File: src/rtl/zr_pkg.sv
package zr_pkg;
    typedef enum logic [1:0] {
        S_HUNT,
        S_HDR,
        S_PAY
    } rx_state_t;
endpackage

File: src/rtl/zr_destuff.sv
module zr_destuff #(
    parameter int RUN_MAX = 6,
    localparam int ZW = $clog2(RUN_MAX + 1)
) (
    input  logic          clk,
    input  logic          rst_n,
    input  logic          en,
    input  logic          bit_in,
    input  logic          bit_vld,
    output logic          data_bit,
    output logic          data_vld,
    output logic          viol,
    output logic [ZW-1:0] zrun_o
);
    localparam logic [ZW-1:0] RUN_TOP = ZW'(RUN_MAX);
    localparam logic [ZW-1:0] ONE     = ZW'(1);

    logic [ZW-1:0] zrun_q;
    logic          at_stuff;

    assign at_stuff = (zrun_q == RUN_TOP);
    assign zrun_o   = zrun_q;
    assign data_bit = bit_in;

    always_comb begin
        data_vld = 1'b0;
        viol     = 1'b0;
        if (en && bit_vld) begin
            if (at_stuff) begin
                viol = ~bit_in;
            end else begin
                data_vld = 1'b1;
            end
        end
    end

    always_ff @(posedge clk) begin
        if (!rst_n) begin
            zrun_q <= '0;
        end else if (!en) begin
            zrun_q <= '0;
        end else if (bit_vld) begin
            if (at_stuff || bit_in) begin
                zrun_q <= '0;
            end else begin
                zrun_q <= zrun_q + ONE;
            end
        end
    end
endmodule

File: src/rtl/zr_deser.sv
module zr_deser #(
    parameter int W = 16,
    localparam int CW = $clog2(W)
) (
    input  logic         clk,
    input  logic         rst_n,
    input  logic         clr,
    input  logic         d_bit,
    input  logic         d_vld,
    output logic         word_rdy,
    output logic [W-1:0] word
);
    localparam logic [CW-1:0] LAST = CW'(W - 1);
    localparam logic [CW-1:0] ONE  = CW'(1);

    logic [W-1:0]  sr_q;
    logic [CW-1:0] cnt_q;

    assign word     = {sr_q[W-2:0], d_bit};
    assign word_rdy = d_vld && (cnt_q == LAST);

    always_ff @(posedge clk) begin
        if (!rst_n) begin
            sr_q  <= '0;
            cnt_q <= '0;
        end else if (clr) begin
            cnt_q <= '0;
        end else if (d_vld) begin
            sr_q  <= word;
            cnt_q <= (cnt_q == LAST) ? '0 : cnt_q + ONE;
        end
    end
endmodule

File: src/rtl/zr_frame_rx.sv
module zr_frame_rx #(
    parameter int WORD_W  = 16,
    parameter int LEN_W   = 10,
    parameter int RUN_MAX = 6,
    parameter int PRE_LEN = 3
) (
    input  logic              clk,
    input  logic              rst_n,
    input  logic              bit_in,
    input  logic              bit_vld,
    output logic [WORD_W-1:0] word_out,
    output logic              word_vld,
    output logic              word_hdr,
    output logic              word_sof,
    output logic              word_eof,
    output logic              stuff_err
);
    import zr_pkg::*;

    localparam int ZW = $clog2(RUN_MAX + 1);
    localparam int PW = (PRE_LEN > 2) ? $clog2(PRE_LEN) : 1;
    localparam logic [PW-1:0]    PRE_TOP = PW'(PRE_LEN - 1);
    localparam logic [PW-1:0]    P_ONE   = PW'(1);
    localparam logic [LEN_W-1:0] L_ONE   = LEN_W'(1);

    rx_state_t         state_q, state_d;
    logic [PW-1:0]     ones_q, ones_d;
    logic [LEN_W-1:0]  rem_q, rem_d;
    logic              first_q, first_d;

    logic              in_frame;
    logic              d_bit, d_vld, viol;
    logic [ZW-1:0]     zrun;
    logic              w_rdy;
    logic [WORD_W-1:0] w_word;

    logic emit, e_hdr, e_sof, e_eof;

    assign in_frame = (state_q != S_HUNT);

    zr_destuff #(.RUN_MAX(RUN_MAX)) u_destuff (
        .clk      (clk),
        .rst_n    (rst_n),
        .en       (in_frame),
        .bit_in   (bit_in),
        .bit_vld  (bit_vld),
        .data_bit (d_bit),
        .data_vld (d_vld),
        .viol     (viol),
        .zrun_o   (zrun)
    );

    zr_deser #(.W(WORD_W)) u_deser (
        .clk      (clk),
        .rst_n    (rst_n),
        .clr      (~in_frame),
        .d_bit    (d_bit),
        .d_vld    (d_vld),
        .word_rdy (w_rdy),
        .word     (w_word)
    );

    // next-state and event decode
    always_comb begin
        state_d = state_q;
        ones_d  = '0;
        rem_d   = rem_q;
        first_d = first_q;
        emit    = 1'b0;
        e_hdr   = 1'b0;
        e_sof   = 1'b0;
        e_eof   = 1'b0;
        unique case (state_q)
            S_HUNT: begin
                ones_d = ones_q;
                if (bit_vld) begin
                    if (!bit_in) begin
                        ones_d = '0;
                    end else if (ones_q == PRE_TOP) begin
                        ones_d  = '0;
                        state_d = S_HDR;
                    end else begin
                        ones_d = ones_q + P_ONE;
                    end
                end
            end
            S_HDR: begin
                if (viol) begin
                    state_d = S_HUNT;
                end else if (w_rdy) begin
                    emit  = 1'b1;
                    e_hdr = 1'b1;
                    if (w_word[LEN_W-1:0] == '0) begin
                        e_eof   = 1'b1;
                        state_d = S_HUNT;
                    end else begin
                        rem_d   = w_word[LEN_W-1:0];
                        first_d = 1'b1;
                        state_d = S_PAY;
                    end
                end
            end
            S_PAY: begin
                if (viol) begin
                    state_d = S_HUNT;
                end else if (w_rdy) begin
                    emit    = 1'b1;
                    e_sof   = first_q;
                    e_eof   = (rem_q == L_ONE);
                    first_d = 1'b0;
                    rem_d   = rem_q - L_ONE;
                    if (rem_q == L_ONE) begin
                        state_d = S_HUNT;
                    end
                end
            end
            default: begin
                state_d = S_HUNT;
            end
        endcase
    end

    // state register
    always_ff @(posedge clk) begin
        if (!rst_n) begin
            state_q <= S_HUNT;
            ones_q  <= '0;
            rem_q   <= '0;
            first_q <= 1'b0;
        end else begin
            state_q <= state_d;
            ones_q  <= ones_d;
            rem_q   <= rem_d;
            first_q <= first_d;
        end
    end

    // registered outputs
    always_ff @(posedge clk) begin
        if (!rst_n) begin
            word_out  <= '0;
            word_vld  <= 1'b0;
            word_hdr  <= 1'b0;
            word_sof  <= 1'b0;
            word_eof  <= 1'b0;
            stuff_err <= 1'b0;
        end else begin
            if (emit) begin
                word_out <= w_word;
            end
            word_vld  <= emit;
            word_hdr  <= e_hdr;
            word_sof  <= e_sof;
            word_eof  <= e_eof;
            stuff_err <= viol;
        end
    end
endmodule

File: config.mk
export PLATFORM = sky130hd
export DESIGN_NAME = zr_frame_rx
export DESIGN_NICKNAME = d
export VERILOG_FILES = /design/src/rtl/zr_pkg.sv /design/src/rtl/zr_destuff.sv /design/src/rtl/zr_deser.sv /design/src/rtl/zr_frame_rx.sv
export SDC_FILE = /design/constraint.sdc
export NUM_CORES = 1
export LEC_CHECK = 0
export ABC_AREA = 1
export CORE_MARGIN = 5
export CORE_UTILIZATION = 50
export DETAILED_ROUTE_END_ITERATION = 10
export GPL_TIMING_DRIVEN = 0
export PLACE_DENSITY = 0.7
export SLEW_MARGIN = 20
export SYNTH_ARGS = -nofsm -noshare
export SYNTH_HDL_FRONTEND = slang
export SYNTH_SLANG_ARGS = --single-unit
File: constraint.sdc
create_clock -name clk -period 1.67 [get_ports clk]
set_input_delay 0.2505 -clock clk [delete_from_list [all_inputs] [get_ports clk]]
set_output_delay 0.2505 -clock clk [all_outputs]
set_load 0.005 [all_outputs]
==> out/metrics.csv <==
metric,value,unit
status,"complete, no violations",
post-synth cell types,29,
CTS Sinks,58,
ys async rst share,0,%
Required @ worst endpoint,1.88,ns
fin. max-slew vios,0,
Synth Cell Area,2690,sq um
total grt overflow,0,
first-pass GRT wire length,10.3,mm
HP Start,bit_vld,
largest net degree at the start of global routing,12,
Worst Tran Pin Value,0.625,ns
most common cell in the netlist,nand2_1,
post-synthesis cell count,364,
worst setup margin,0.0382,ns
Post-synth top flop,dfxtp_1,
maximum VDD drop,0.820,mV
worst skew pair latency,0.34,ns
CP Max Fanout,5,
1st-pass router iterations,5,
leading area contributor after synthesis,dfxtp_1,
leakage power,1.40,nW
Post-route DRC,0,
final wirelength,6.44,mm
post-synthesis register bit count,58,
Worst Path Arrival,1.84,ns
sequential area share after synthesis,43.1,%
# IOs,25,
most instantiated cells after synthesis,"nand2_1 (66), dfxtp_1 (58), nor2_1 (55), a21oi_1 (31), o21ai_0 (29)",
Die H,83.4,um
post-route ant nets,0,
Starting Density,52.1,%
fin nets,419,
ANT cells,0,
CP startpoint kind,flip-flop,
Clock Skew,0.00640,ns
fmax,613,MHz
fin cells,482,
die width,83.4,um
Finish-stage setup viols,0,
total number of vias,2496,
slew margin rel.,58.4,%
synth top area cells,"dfxtp_1 (43%), nand2_1 (9.2%), nor2_1 (7.7%)",
initial antenna violation count,0,
Final min period,1.63,ns
Setup crit start,state_q[0],
Row Count,26,
post-route setup TNS,0,ns
fin crit share,97.7,%
net count after synthesis,376,
total die area,6950,sq um
final count of hold timing violations,0,
Ys Warns,0,
layout cells sized above 1,18.9,%
max cap viols,0,
CTS tree,built,
core box area,5170,sq um
dpl cells,457,
placed inst area,3010,sq um
"CTS clk-pin slew, worst paths",0.07,ns
Hold Path Class,input pin to flip-flop,
Avg Vias per Cell,5.18,
Hold Buf Count CTS,0,
Final GP Congestion,0.916,
R2R Path Start,state_q[0],
Critical Path Sink Type,flip-flop,
WHS,0.174,ns
htree depth,3,
Post-DP HPWL,4.47,mm
Port Buffer Count,23,
design area,3450,sq um
number of global-route vias before repair,2277,
number of synthesized flops with an enable pin,0,
pwr/cell area,1160,nW/um^2
WL per Instance,13.4,um
cts bufs inserted,9,
CTS Root Cell,clkbuf_8,
area share of the largest cell type after synthesis,43.1,%
unrepaired setup endpoints after global routing,yes,
kind of critical path,flip-flop to flip-flop,
Total GRT Usage,18.6,%
First DRT Iteration DRCs,123,
Area Growth Syn to Fin,28.1,%
Mean Syn Cell Area,7.40,sq um
Max clock buf depth,2,
post-place setup slack,-0.244,ns
Fillers,466,
critical path, cell delays in order, from the launching register on:
cell,delay (ns)
dfxtp_2,0.38
inv_4,0.06
ha_4,0.17
inv_2,0.06
nand2_4,0.06
nor2_4,0.14
nand2_2,0.09
clkinv_4,0.09
nand3_4,0.13
clkbuf_16,0.20
nand2_2,0.06
a21oi_2,0.05
cell type report:
| type | instances | area, sq um | area share (%) |
|---|---|---|---|
| timing repair inverter | 1 | 5.00 | 0.145 |
| clock buffer | 10 | 138 | 3.99 |
| multi-input combinational | 257 | 1400 | 40.6 |
| inverter | 34 | 140 | 4.06 |
| buffer | 14 | 95.1 | 2.76 |
| clock inverter | 6 | 88.8 | 2.58 |
| timing repair buffer | 32 | 330 | 9.58 |
| tap | 70 | 87.6 | 2.54 |
| sequential | 58 | 1160 | 33.8 |
worst paths after layout:
check / cells past startpoint / endpoint / slack [ns]
worst min register to register: 2 / word_sof / 0.45
worst min-delay path: 2 / ones_q[0] / 0.17
worst max register to register: 11 / rem_q[3] / 0.04
worst max-delay path: 11 / rem_q[3] / 0.04
layer usage:
metal	GRT usage [%]	wire length [um]	part of all wire [%]	vias up
met5	0	0	0	-
met4	6.39	81	1.3	0
met3	6.24	287	4.5	10
met2	30.8	3130	49	49
met1	22.4	2940	46	1163
li1	-	-	-	1274
layout by cell type (no fill, tap or decap), types with 3 or more instances in the layout:
cell,n
nand2_2,5
o21ai_0,29
ha_1,5
dfxtp_1,55
a21oi_2,7
buf_4,9
nor2_4,3
xor2_1,4
dfxtp_2,3
nand2_4,3
nand2_1,64
clkbuf_8,10
nor2_2,3
inv_2,7
nand4_1,8
inv_1,24
clkdlybuf4s50_1,22
clkbuf_1,4
nor2_1,51
nand3_1,27
a21oi_1,30
registers in the layout, summed over array words and instances, names as in the netlist:
register          cells
word_out             16
word_vld              1
u_deser.cnt_q         4
word_eof              1
u_deser.sr_q         15
u_destuff.zrun_o      3
rem_q                10
state_q               2
ones_q                2
stuff_err             1
word_hdr              1
first_q               1
word_sof              1
kinds of logic after synthesis:
kind of cell | count (synthesis) | synth area share (%)
AOI/OAI and AO/OA | 74 | 15.2
xor gates and xnor gates | 4 | 1.30
and+or+nand+nor | 171 | 28.5
adders and majority gates | 8 | 3.72
buffers and inverters | 49 | 8.09
DFF | 58 | 43.1
metrics by stage:
| step | utilization, % | total power [mW] |
|---|---|---|
| after floorplan | - | 2.22 |
| after global placement | 58.2 | 2.40 |
| after detailed placement | 58.2 | 2.41 |
| after CTS | 63.2 | 3.90 |
| after global routing | 66.7 | 4.22 |
| final | 66.7 | 3.99 |
report_power, final:
part | leakage [nW] | switching [mW] | internal (mW)
combinational | 0.819 | 0.544 | 0.310
clock | 0.109 | 0.584 | 0.882
sequential | 0.470 | 0.142 | 1.53
timing repair:
| action | in CTS | in global routing |
|---|---|---|
| setup endpoints to repair | 43 | 47 |
| pin swaps | 1 | 5 |
| resized for setup | 9 | 25 |
| setup buffers | 1 | 7 |
| gates cloned | 0 | 2 |
Power figures use the tool's default switching activity.
